## src/rtl/dual_dma_csr_pkg.sv

```systemverilog
package dual_dma_csr_pkg;

  localparam int WORD_W = 32;

  // control word bit positions that carry behaviour
  localparam int BIT_SRC_HOLD = 3;
  localparam int BIT_DST_HOLD = 5;
  localparam int BIT_ENABLE   = 12;
  localparam int BIT_FETCH    = 13;
  localparam int BIT_ACTIVE   = 14;
  localparam int BIT_ABORT    = 20;

  // stored control fields: [24:22],21,17,16,12,10,9,[8:6],[5:4],[3:2]
  localparam logic [WORD_W-1:0] CTRL_STORE_MASK = 32'h01E3_17FC;

  typedef enum logic [3:0] {
    SEL_NONE, SEL_COUNT, SEL_SRC, SEL_DST, SEL_NEXT,
    SEL_CTRL, SEL_PRIO, SEL_CUR, SEL_MASK, SEL_STAT
  } regSel_e;

  // per-channel write strobes from control to datapath
  typedef struct packed {
    logic count;
    logic src;
    logic dst;
    logic next;
    logic ctrl;
    logic prio;
    logic mask;
    logic stat;
  } wrStrb_t;

endpackage

```

## src/rtl/dual_dma_csr_decode.sv

```systemverilog
module dual_dma_csr_decode
  import dual_dma_csr_pkg::*;
#(
  parameter int NUM_CH = 2,
  parameter int ADDR_W = 8
) (
  input  logic                 clk,
  input  logic                 rstN,
  input  logic [ADDR_W-1:0]    busAddr,
  input  logic                 busWrEn,
  input  logic [NUM_CH-1:0]    statBits,
  input  logic [NUM_CH-1:0]    maskBits,
  output wrStrb_t [NUM_CH-1:0] wrStrb,
  output regSel_e              rdSel,
  output logic [1:0]           rdChan,
  output logic                 irq
);

  localparam int GRP_LSB = 4;

  logic [3:0] grp;
  logic [1:0] slot;
  logic       aligned;
  logic       slotOk;
  regSel_e    sel;

  assign grp     = busAddr[GRP_LSB +: 4];
  assign slot    = busAddr[3:2];
  assign aligned = (busAddr[1:0] == 2'b00);
  assign slotOk  = (int'(slot) < NUM_CH);

  always_comb begin
    sel = SEL_NONE;
    if (aligned && slotOk && (busAddr >> (GRP_LSB + 4)) == '0) begin
      unique case (grp)
        4'h0:    sel = SEL_COUNT;
        4'h1:    sel = SEL_SRC;
        4'h2:    sel = SEL_DST;
        4'h3:    sel = SEL_NEXT;
        4'h4:    sel = SEL_CTRL;
        4'h6:    sel = SEL_PRIO;
        4'h7:    sel = SEL_CUR;
        4'h8:    sel = SEL_MASK;
        4'hA:    sel = SEL_STAT;
        default: sel = SEL_NONE;
      endcase
    end
  end

  assign rdSel  = sel;
  assign rdChan = slot;

  for (genvar n = 0; n < NUM_CH; n++) begin : g_strb
    logic mine;
    assign mine = busWrEn && (int'(slot) == n);
    always_comb begin
      wrStrb[n]       = '0;
      wrStrb[n].count = mine && (sel == SEL_COUNT);
      wrStrb[n].src   = mine && (sel == SEL_SRC);
      wrStrb[n].dst   = mine && (sel == SEL_DST);
      wrStrb[n].next  = mine && (sel == SEL_NEXT);
      wrStrb[n].ctrl  = mine && (sel == SEL_CTRL);
      wrStrb[n].prio  = mine && (sel == SEL_PRIO);
      wrStrb[n].mask  = mine && (sel == SEL_MASK);
      wrStrb[n].stat  = mine && (sel == SEL_STAT);
    end
  end

  assign irq = |(statBits & maskBits);

  // one write target at most per access
  assert_one_target_R1: assert property (@(posedge clk) disable iff (!rstN)
    $onehot0(wrStrb));

  // unaligned accesses never reach a register
  assert_unaligned_dead_R2: assert property (@(posedge clk) disable iff (!rstN)
    !aligned |-> (wrStrb == '0));

endmodule

```

## src/rtl/dual_dma_csr_regs.sv

```systemverilog
module dual_dma_csr_regs
  import dual_dma_csr_pkg::*;
#(
  parameter int NUM_CH = 2,
  parameter int PRIO_W = 4
) (
  input  logic                     clk,
  input  logic                     rstN,
  input  wrStrb_t [NUM_CH-1:0]     wrStrb,
  input  regSel_e                  rdSel,
  input  logic [1:0]               rdChan,
  input  logic [WORD_W-1:0]        busWrData,
  output logic [WORD_W-1:0]        busRdData,
  output logic [NUM_CH*WORD_W-1:0] ctrlWord,
  output logic [NUM_CH-1:0]        srcHold,
  output logic [NUM_CH-1:0]        dstHold,
  output logic [NUM_CH-1:0]        fetchStart,
  output logic [NUM_CH-1:0]        abortStart,
  output logic [NUM_CH*WORD_W-1:0] descCount,
  output logic [NUM_CH*WORD_W-1:0] descSrc,
  output logic [NUM_CH*WORD_W-1:0] descDst,
  output logic [NUM_CH*WORD_W-1:0] descNext,
  input  logic [NUM_CH-1:0]        seqLoad,
  input  logic [NUM_CH*WORD_W-1:0] seqCount,
  input  logic [NUM_CH*WORD_W-1:0] seqSrc,
  input  logic [NUM_CH*WORD_W-1:0] seqDst,
  input  logic [NUM_CH*WORD_W-1:0] seqNext,
  input  logic [NUM_CH*WORD_W-1:0] seqCur,
  input  logic [NUM_CH-1:0]        seqFetchAck,
  input  logic [NUM_CH-1:0]        seqBusy,
  input  logic [NUM_CH-1:0]        seqDone,
  output logic [NUM_CH-1:0]        statBits,
  output logic [NUM_CH-1:0]        maskBits
);

  logic [WORD_W-1:0] rdVec [NUM_CH];

  for (genvar n = 0; n < NUM_CH; n++) begin : g_ch
    logic [WORD_W-1:0] cntQ, srcQ, dstQ, nxtQ, curQ, ctrlQ, ctrlView;
    logic [PRIO_W-1:0] prioQ;
    logic              maskQ, statQ, fetchQ, fetchPulseQ, abortPulseQ;
    logic              abortCmd, fetchSet;

    assign abortCmd = wrStrb[n].ctrl && busWrData[BIT_ABORT] && !busWrData[BIT_ENABLE];
    assign fetchSet = wrStrb[n].ctrl && busWrData[BIT_FETCH] && !abortCmd && (nxtQ != '0);

    always_ff @(posedge clk) begin
      if (!rstN) begin
        cntQ        <= '0;
        srcQ        <= '0;
        dstQ        <= '0;
        nxtQ        <= '0;
        curQ        <= '0;
        ctrlQ       <= '0;
        prioQ       <= '0;
        maskQ       <= 1'b0;
        statQ       <= 1'b0;
        fetchQ      <= 1'b0;
        fetchPulseQ <= 1'b0;
        abortPulseQ <= 1'b0;
      end else begin
        if (seqLoad[n]) begin
          cntQ <= seqCount[n*WORD_W +: WORD_W];
          srcQ <= seqSrc[n*WORD_W +: WORD_W];
          dstQ <= seqDst[n*WORD_W +: WORD_W];
          nxtQ <= seqNext[n*WORD_W +: WORD_W];
          curQ <= seqCur[n*WORD_W +: WORD_W];
        end else begin
          if (wrStrb[n].count) cntQ <= busWrData;
          if (wrStrb[n].src)   srcQ <= busWrData;
          if (wrStrb[n].dst)   dstQ <= busWrData;
          if (wrStrb[n].next)  nxtQ <= busWrData;
        end
        if (wrStrb[n].ctrl) ctrlQ <= busWrData & CTRL_STORE_MASK;
        if (wrStrb[n].prio) prioQ <= busWrData[PRIO_W-1:0];
        if (wrStrb[n].mask) maskQ <= busWrData[0];
        if (seqDone[n])
          statQ <= 1'b1;
        else if (wrStrb[n].stat && !busWrData[0])
          statQ <= 1'b0;
        if (fetchSet)
          fetchQ <= 1'b1;
        else if (abortCmd || seqFetchAck[n])
          fetchQ <= 1'b0;
        fetchPulseQ <= fetchSet && (!fetchQ || seqFetchAck[n]);
        abortPulseQ <= abortCmd;
      end
    end

    always_comb begin
      ctrlView             = ctrlQ;
      ctrlView[BIT_FETCH]  = fetchQ;
      ctrlView[BIT_ACTIVE] = seqBusy[n];
    end

    always_comb begin
      unique case (rdSel)
        SEL_COUNT: rdVec[n] = cntQ;
        SEL_SRC:   rdVec[n] = srcQ;
        SEL_DST:   rdVec[n] = dstQ;
        SEL_NEXT:  rdVec[n] = nxtQ;
        SEL_CTRL:  rdVec[n] = ctrlView;
        SEL_PRIO:  rdVec[n] = WORD_W'(prioQ);
        SEL_CUR:   rdVec[n] = curQ;
        SEL_MASK:  rdVec[n] = WORD_W'(maskQ);
        SEL_STAT:  rdVec[n] = WORD_W'(statQ);
        default:   rdVec[n] = '0;
      endcase
    end

    assign ctrlWord[n*WORD_W +: WORD_W]  = ctrlView;
    assign descCount[n*WORD_W +: WORD_W] = cntQ;
    assign descSrc[n*WORD_W +: WORD_W]   = srcQ;
    assign descDst[n*WORD_W +: WORD_W]   = dstQ;
    assign descNext[n*WORD_W +: WORD_W]  = nxtQ;
    assign srcHold[n]    = ctrlQ[BIT_SRC_HOLD];
    assign dstHold[n]    = ctrlQ[BIT_DST_HOLD];
    assign fetchStart[n] = fetchPulseQ;
    assign abortStart[n] = abortPulseQ;
    assign statBits[n]   = statQ;
    assign maskBits[n]   = maskQ;

    // a fetch pulse is only issued with a pending fetch behind it
    assert_fetch_pending_R4: assert property (@(posedge clk) disable iff (!rstN)
      fetchStart[n] |-> fetchQ);

    // acknowledge retires the request
    assert_fetch_retire_R5: assert property (@(posedge clk) disable iff (!rstN)
      (seqFetchAck[n] && !fetchSet) |=> !fetchQ);

    // an abort pulse leaves the channel disabled and idle
    assert_abort_stops_R6: assert property (@(posedge clk) disable iff (!rstN)
      abortStart[n] |-> (!ctrlQ[BIT_ENABLE] && !fetchQ));

    // completion always lands
    assert_done_sets_R7: assert property (@(posedge clk) disable iff (!rstN)
      seqDone[n] |=> statQ);

    // current descriptor only moves on a sequencer load
    assert_cur_readonly_R9: assert property (@(posedge clk) disable iff (!rstN)
      !seqLoad[n] |=> $stable(curQ));
  end

  always_comb begin
    busRdData = '0;
    for (int n = 0; n < NUM_CH; n++)
      if (int'(rdChan) == n) busRdData = rdVec[n];
  end

endmodule

```

## src/rtl/dual_dma_csr.sv

```systemverilog
module dual_dma_csr
  import dual_dma_csr_pkg::*;
#(
  parameter int NUM_CH = 2,
  parameter int ADDR_W = 8,
  parameter int PRIO_W = 4
) (
  input  logic                     clk,
  input  logic                     rstN,
  input  logic [ADDR_W-1:0]        busAddr,
  input  logic                     busWrEn,
  input  logic [WORD_W-1:0]        busWrData,
  output logic [WORD_W-1:0]        busRdData,
  output logic [NUM_CH*WORD_W-1:0] ctrlWord,
  output logic [NUM_CH-1:0]        srcHold,
  output logic [NUM_CH-1:0]        dstHold,
  output logic [NUM_CH-1:0]        fetchStart,
  output logic [NUM_CH-1:0]        abortStart,
  output logic [NUM_CH*WORD_W-1:0] descCount,
  output logic [NUM_CH*WORD_W-1:0] descSrc,
  output logic [NUM_CH*WORD_W-1:0] descDst,
  output logic [NUM_CH*WORD_W-1:0] descNext,
  input  logic [NUM_CH-1:0]        seqLoad,
  input  logic [NUM_CH*WORD_W-1:0] seqCount,
  input  logic [NUM_CH*WORD_W-1:0] seqSrc,
  input  logic [NUM_CH*WORD_W-1:0] seqDst,
  input  logic [NUM_CH*WORD_W-1:0] seqNext,
  input  logic [NUM_CH*WORD_W-1:0] seqCur,
  input  logic [NUM_CH-1:0]        seqFetchAck,
  input  logic [NUM_CH-1:0]        seqBusy,
  input  logic [NUM_CH-1:0]        seqDone,
  output logic                     irq
);

  wrStrb_t [NUM_CH-1:0] wrStrb;
  regSel_e              rdSel;
  logic [1:0]           rdChan;
  logic [NUM_CH-1:0]    statBits;
  logic [NUM_CH-1:0]    maskBits;

  dual_dma_csr_decode #(.NUM_CH(NUM_CH), .ADDR_W(ADDR_W)) u_decode (
    .clk      (clk),
    .rstN     (rstN),
    .busAddr  (busAddr),
    .busWrEn  (busWrEn),
    .statBits (statBits),
    .maskBits (maskBits),
    .wrStrb   (wrStrb),
    .rdSel    (rdSel),
    .rdChan   (rdChan),
    .irq      (irq)
  );

  dual_dma_csr_regs #(.NUM_CH(NUM_CH), .PRIO_W(PRIO_W)) u_regs (
    .clk         (clk),
    .rstN        (rstN),
    .wrStrb      (wrStrb),
    .rdSel       (rdSel),
    .rdChan      (rdChan),
    .busWrData   (busWrData),
    .busRdData   (busRdData),
    .ctrlWord    (ctrlWord),
    .srcHold     (srcHold),
    .dstHold     (dstHold),
    .fetchStart  (fetchStart),
    .abortStart  (abortStart),
    .descCount   (descCount),
    .descSrc     (descSrc),
    .descDst     (descDst),
    .descNext    (descNext),
    .seqLoad     (seqLoad),
    .seqCount    (seqCount),
    .seqSrc      (seqSrc),
    .seqDst      (seqDst),
    .seqNext     (seqNext),
    .seqCur      (seqCur),
    .seqFetchAck (seqFetchAck),
    .seqBusy     (seqBusy),
    .seqDone     (seqDone),
    .statBits    (statBits),
    .maskBits    (maskBits)
  );

  // interrupt is silent whenever every mask bit is clear
  assert_irq_masked_R8: assert property (@(posedge clk) disable iff (!rstN)
    (maskBits == '0) |-> !irq);

endmodule

```

## config.mk

```make
export PLATFORM = sky130hd
export DESIGN_NAME = dual_dma_csr
export DESIGN_NICKNAME = d
export VERILOG_FILES = /design/src/rtl/dual_dma_csr_pkg.sv /design/src/rtl/dual_dma_csr_decode.sv /design/src/rtl/dual_dma_csr_regs.sv /design/src/rtl/dual_dma_csr.sv
export SDC_FILE = /design/constraint.sdc
export NUM_CORES = 1
export LEC_CHECK = 0
export ABC_AREA = 1
export BUFFER_PORTS_ARGS = -buffer_cell sky130_fd_sc_hd__buf_2
export CAP_MARGIN = 20
export CORE_AREA = 8 8 276 278
export DETAILED_ROUTE_END_ITERATION = 6
export DIE_AREA = 0 0 284 286
export PLACE_DENSITY = 0.58
export SYNTH_ARGS = -nofsm -noshare
export SYNTH_HDL_FRONTEND = slang
export SYNTH_HIERARCHICAL = 1
export SYNTH_SLANG_ARGS = --single-unit
```

## constraint.sdc

```tcl
create_clock -name clk -period 3.2 [get_ports clk]
set_input_delay 0.64 -clock clk [delete_from_list [all_inputs] [get_ports clk]]
set_output_delay 0.64 -clock clk [all_outputs]
set_load 0.02 [all_outputs]
```

==> flow_summary.json, run 1 <==
{
  "path_max_fanout": 5,
  "clkPwrFrac_pct": 43.9,
  "rsz0062_at_grt": "yes",
  "seq_area_frac_synth_pct": 36.89,
  "cts_tree": "done",
  "fmax_mhz": 293.3,
  "grtUsageTotal_pct": 28.67,
  "cts.path.max_buffers": 3,
  "syn2layout_area_growth_pct": 44.78,
  "clock-skew-final_ns": 0.01171,
  "grt_overflow": 0,
  "cap_violations": 0,
  "hold_start": "seqDone[1]",
  "path_clk_slew_ns": 0.06,
  "synthTopCellsByArea": "dfxtp_1 37%, nand2_1 14%, o21ai_0 13%, inv_1 8.6%, nor2_1 8.5%",
  "yosysWarningCount": 6,
  "avgSynthCellArea_um2": 6.169,
  "die_h_um": 286,
  "status": "finished with violations",
  "cp.required_ns": 2.56,
  "end_kind": "output port",
  "ir_worst_vdd_mv": 0.3304,
  "syn_inst": 3255,
  "hold_violations": 0,
  "vias": 25439,
  "dp.cells": 4868,
  "post-dp-hpwl_um": 96200,
  "cp_data_arrival_time_ns": 2.77,
  "fin_cells": 5003,
  "crit_type": "in2out",
  "hp-class": "in2reg",
  "fin_crit_ns": 3.410,
  "synth.top_cell.area_share_pct": 36.89,
  "yosys_register_bits": 370,
  "rows": 99,
  "p_leak_nw": 15.67,
  "core_um2": 72090,
  "viasPerCell": 5.085,
  "cp-startpoint": "busAddr[4]",
  "clk_latency_ns": 0.58,
  "pwr-share-comb_pct": 16.3,
  "switching_share_pct": 30.32,
  "critPathLaunchType": "input pin",
  "initial_core_util_pct": 27.85,
  "grt_pass1_vias": 24058,
  "clockRootBuffer": "clkbuf_16",
  "port_buffers": 703,
  "numCtsBuffers": 46,
  "routed_wl_um": 126100,
  "dr.pass1.iters": 6,
  "sequentialPowerShare_pct": 39.8,
  "internal_power_w": 0.009051,
  "ys_types": 25,
  "drtAntennaViolNets": 0,
  "synth_largest_area_cell": "dfxtp_1",
  "wire_per_inst_um": 25.21,
  "min_period_over_period_pct": 106.5,
  "clock-sinks": 370,
  "slew_headroom_pct": 51.05,
  "setup_ws_ns": -0.2096,
  "post-place-ws_ns": -0.7030,
  "rr_startpoint": "u_regs/g_ch[0].nxtQ[21]",
  "gp_congestion": 0.9612,
  "cts_htree_levels": 2,
  "die_w_um": 284,
  "setup_viol": 32,
  "violations": "setup timing",
  "pwr_density_cell_nw_per_um2": 446.8,
  "dieArea_um2": 81220,
  "grt_max_degree": 130,
  "grt_pass1_wl_um": 173500,
  "synth.cell_area_um2": 20080,
  "drc_errors": 0,
  "drv_slew": 0,
  "p_switching_w": 0.003939,
  "worst_pin_slew_ns": 0.7315,
  "drive_gt1_share_pct": 30.23,
  "finalPower_w": 0.01299,
  "ios": 732,
  "antenna_found_initial": 9,
  "drt_iter0_drc": 2882,
  "finish.net_count": 4376
}
[metrics by stage]
stage	TNS, ns	hold WS [ns]	instance area (um2)	util, %
finish	-4.008	0.2896	29070	40.33
global route	-6.406	0.2786	29060	40.31
CTS	-5.172	0.2473	28130	39.02
detailed placement	-15.59	0.4875	25530	35.42
global placement	-15.92	0.4825	25530	35.42
floorplan	0	0.4631	20180	-
[cell families after synthesis]
logic type,synth area share [%]
AND/OR/NAND/NOR,30.70
buffers and inverters,14.70
adder cells (fa/ha/maj),0.06230
AO/OA/AOI/OAI,17.63
flip-flops,36.89
other,0.01868
[cells in the mapped netlist]
cell	count
nand2_1	734
o21ai_0	505
inv_1	458
nor2_1	456
dfxtp_1	370
nand3_1	310
clkbuf_1	116
a22oi_1	99
buf_2	64
buf_4	47
o211ai_1	22
buf_1	21
a21oi_1	14
clkinv_1	7
nor2_2	7
inv_2	5
o21ai_1	5
nor2_4	4
nor3_1	4
nand2_2	2
a22o_1	1
conb_1	1
ha_1	1
nand3_4	1
nand3b_1	1
[critical path, stage by stage]
cell     delay [ns]
buf_12         0.11
inv_6          0.05
ha_4           0.20
o21ai_4        0.14
nand2_2        0.09
nor2_4         0.14
buf_6          0.14
nor2_4         0.05
buf_12         0.15
buf_12         0.13
buf_4          0.13
nand3_1        0.08
nand3_1        0.13
o21ai_1        0.33
nand2_2        0.09
buf_6          0.15
[routing by layer]
layer / part of all wire (%) / wire length, um / track usage [%] / vias up
li1: - / - / - / 11729
met1: 40 / 50030 / 35.38 / 12052
met2: 47 / 59640 / 48.57 / 1409
met3: 9.0 / 11400 / 6.665 / 245
met4: 4.0 / 5045 / 10.44 / 4
met5: 0.021 / 27 / 0 / -
[state kept, by name (all words and copies together), names as in the netlist]
register / cells
u_regs/g_ch.maskQ: 2
u_regs/g_ch.dstQ: 64
u_regs/g_ch.ctrlQ: 32
u_regs/g_ch.curQ: 64
u_regs/g_ch.abortPulseQ: 2
u_regs/g_ch.cntQ: 64
u_regs/g_ch.statQ: 2
u_regs/g_ch.srcQ: 64
u_regs/g_ch.nxtQ: 64
u_regs/g_ch.prioQ: 8
u_regs/g_ch.fetchQ: 2
u_regs/g_ch.fetchPulseQ: 2
[cell type report]
class	count	area [um2]
multi-input combinational	2194	10670
fill	7841	43020
clock buffer	62	1365
timing repair buffer	922	6376
antenna	5	12.51
inverter	470	1774
tap	959	1200
sequential	370	7407
clock inverter	21	267.8
[power groups by stage]
stage                     clock [W]  sequential, W  combinational [W]
after CTS                   0.00577        0.00516            0.00204
final                       0.00571        0.00517            0.00212
after floorplan                   0        0.00534           0.000820
after global placement            0        0.00526            0.00198
after global routing        0.00595        0.00518            0.00227
after detailed placement          0        0.00526            0.00199
[cell usage in the layout (no fill, tap or decap), types with 2 or more instances in the layout]
cell type,Yosys,final
clkbuf_8,0,9
nand2_4,0,11
buf_12,0,51
nand2_2,2,82
nor2_4,4,20
nand2_1,734,643
nand3_1,310,252
clkinv_2,0,11
clkbuf_1,116,4
buf_6,0,56
o21ai_0,505,470
conb_1,1,28
clkbuf_16,0,55
dfxtp_1,370,370
bufinv_16,0,6
clkinv_4,0,2
diode_2,0,5
inv_4,0,2
clkinvlp_4,0,2
buf_8,0,9
nand3_4,1,6
inv_1,458,452
clkinv_1,7,5
o211ai_1,22,22
nor3_1,4,4
buf_4,47,129
nand3_2,0,53
nor2_1,456,430
buf_2,64,666
a21oi_1,14,14
o21ai_1,5,23
o21ai_4,0,2
nor2_2,7,17
inv_2,5,10
buf_16,0,5
o21ai_2,0,15
a22oi_1,99,99
[final timing paths]
| kind | end | slack, ns | cells past startpoint |
|---|---|---|---|
| max | busRdData[20] | -0.21 | 16 |
| min | u_regs/g_ch[1].statQ | 0.29 | 3 |
| max reg2reg | u_regs/g_ch[0].fetchQ | 1.46 | 6 |
| min reg2reg | u_regs/g_ch[1].curQ[5] | 0.50 | 2 |
[timing repair]
action | CTS | global route
endpoints found under the setup margin | 32 | 32
pin swaps | 34 | 73
hold buffers | 0 | 0
buffers inserted | 27 | 15
cloned | 3 | 6
resized for setup | 199 | 184
Power figures use the tool's default switching activity.
==> run 2, diff against run 1 <==
Settings changed: CORE_AREA 8 8 276 278 to 8 8 279 281, DIE_AREA 0 0 284 286 to 0 0 287 289, PLACE_DENSITY 0.58 to 0.57.
==> run 2 against run 1 <==
Compared with the run above:
- highest routed layer unchanged
- via count up 1.1%
- wire length up 3.4%
- final area up 2.3%
- the flow still finishes with violations (setup timing)
- critical path depth up 2
- worst hold slack worse by 0.00083 ns
- global-route usage up 0.33 points
- sequential share of layout area down 0.57 points
- flip-flop and latch count unchanged
- setup slack better by 0.090 ns
- die area up 2.1%
- non-clock buffer count up 17
==> flow_summary.json, run 2 (synthesized netlist as in run 1, its figures left out) <==
{
  "rsz0062_at_grt": "yes",
  "numCtsBuffers": 46,
  "status": "finished with violations",
  "routed_wl_um": 130400,
  "syn2layout_area_growth_pct": 48.12,
  "wire_per_inst_um": 25.91,
  "rr_startpoint": "u_regs/g_ch[0].nxtQ[28]",
  "grt_overflow": 0,
  "crit_top_cell": "buf_12",
  "grtUsageMet3_pct": 6.641,
  "fmax_mhz": 301.3,
  "drc_errors": 0,
  "setup_ws_ns": -0.1193,
  "cts.path.max_buffers": 3,
  "core_um2": 73570,
  "drive_gt1_share_pct": 31.51,
  "holdPathStages": 3,
  "cts_htree_levels": 2,
  "finish.net_count": 4393,
  "holdPathEnd": "u_regs/g_ch[0].curQ[14]",
  "violations": "setup timing",
  "grtUsageMet1_pct": 34.99,
  "pwr-share-comb_pct": 16.5,
  "cp.required_ns": 2.56,
  "r2r_setup_slack_ns": 1.46,
  "crit_slowest_cell": "ha_4",
  "ir_worst_vdd_mv": 0.3892,
  "grt_max_degree": 135,
  "critPathLaunchType": "input pin",
  "hold_start": "seqCur[14]",
  "path_clk_slew_ns": 0.06,
  "r2r_cells": 6,
  "viasPerCell": 5.111,
  "gp_congestion": 0.9374,
  "cap_violations": 0,
  "finalPower_w": 0.01317,
  "dieArea_um2": 82940,
  "fin_crit_ns": 3.319,
  "clk_latency_ns": 0.58,
  "dr.pass1.iters": 6,
  "final_cell_mix": "666 x buf_2, 631 x nand2_1, 472 x o21ai_0, 450 x inv_1, 430 x nor2_1",
  "top_usage_layer": "met2",
  "grtUsageTotal_pct": 28.99,
  "sequentialPowerShare_pct": 39.2,
  "hold_violations": 0,
  "rows": 100,
  "p_switching_w": 0.003969,
  "clkPwrFrac_pct": 44.3,
  "grt_pass1_vias": 24655,
  "grt_pass1_wl_um": 177600,
  "drt_iter0_drc": 2743,
  "die_w_um": 287,
  "drv_slew": 0,
  "port_buffers": 703,
  "use_met2_pct": 50.33,
  "initial_core_util_pct": 27.29,
  "end_kind": "output port",
  "antenna_found_initial": 20,
  "cpPeakStageDelay_ns": 0.24,
  "slew_headroom_pct": 28.24,
  "vias": 25722,
  "switching_share_pct": 30.13,
  "path_max_fanout": 7,
  "pwr_density_cell_nw_per_um2": 442.9,
  "clock-sinks": 370,
  "post-dp-hpwl_um": 97270,
  "reg2reg_to": "u_regs/g_ch[0].fetchPulseQ",
  "crit_type": "in2out",
  "crit_chain": "buf_12, inv_8, ha_4, o21ai_4, nand2_2, nor2_4, buf_6, nor2_4, buf_12, buf_12, buf_12, nand3_1, nand2_1, nor2_1, nand2_1, nand2_2, nand2_2, buf_6",
  "drtAntennaViolNets": 0,
  "final_util_pct": 40.43,
  "worst_pin_slew_ns": 1.075,
  "die_h_um": 289,
  "cp_data_arrival_time_ns": 2.68,
  "clockRootBuffer": "clkbuf_16",
  "ios": 732,
  "min_period_over_period_pct": 103.7,
  "clock-skew-final_ns": 0.01385,
  "setup_viol": 31,
  "mostFrequentLayoutCell": "buf_2",
  "hp-class": "in2reg",
  "p_leak_nw": 15.86,
  "internal_power_w": 0.009204,
  "cts_tree": "done",
  "finalSetupTns_ns": -2.014
}
-- run 2: cell type report --
type,instances,area (um2)
Clock buffer,61,1309
Multi-Input combinational cell,2194,10920
Fill cell,7932,43830
Antenna cell,8,20.02
Tap cell,969,1212
Inverter,470,1782
Sequential cell,370,7407
Clock inverter,22,347.8
Timing Repair Buffer,939,6746
-- run 2: timing repair --
action	in CTS	in global routing
setup buffers	22	16
resized for setup	221	230
pin swaps	57	85
setup endpoints to repair	32	32
hold buffers	0	0
cloned	10	11
-- run 2: critical path: cells and delay by family --
family	cells	cell delay, ns
simple gates	9	0.82
buf+inv	7	0.81
fa+ha+maj	1	0.24
compound gates	1	0.14
-- run 2: metal layers --
layer,wire length (um),vias to the layer above,part of all wire (%)
li1,-,11791,-
met1,50590,12218,39
met2,62870,1424,48
met4,5112,12,3.9
met5,80,-,0.061
met3,11750,277,9.0
-- run 2: stage by stage --
step / hold slack (ns) / setup WS, ns / cell area [um2] / cells
finish: 0.2888 / -0.1193 / 29740 / 5033
global route: 0.2652 / -0.2088 / 29730 / 5028
CTS: 0.2452 / -0.1856 / 28560 / 5004
detailed placement: 0.4816 / -0.6284 / 25720 / 4892
global placement: 0.4774 / -0.6347 / 25720 / 4892
floorplan: 0.4631 / 0.1573 / 20180 / 3282
-- run 2: how the worst max path moves through the flow --
stage | slack, ns | startpoint | endpoint | cells past startpoint
global route | -0.21 | busAddr[4] | busRdData[14] | 18
CTS | -0.19 | busAddr[4] | busRdData[4] | 21
detailed placement | -0.63 | busAddr[4] | busRdData[13] | 19
finish | -0.12 | busAddr[4] | busRdData[13] | 18
global placement | -0.63 | busAddr[4] | busRdData[13] | 19
floorplan | 0.16 | busAddr[4] | busRdData[12] | 14
-- run 2: power by group through the flow --
stage | sequential (W) | combinational [W] | clock (W)
after floorplan | 0.00534 | 0.000820 | 0
final | 0.00517 | 0.00217 | 0.00583
after detailed placement | 0.00525 | 0.00201 | 0
after global placement | 0.00525 | 0.00200 | 0
after global routing | 0.00518 | 0.00233 | 0.00606
after CTS | 0.00515 | 0.00210 | 0.00589
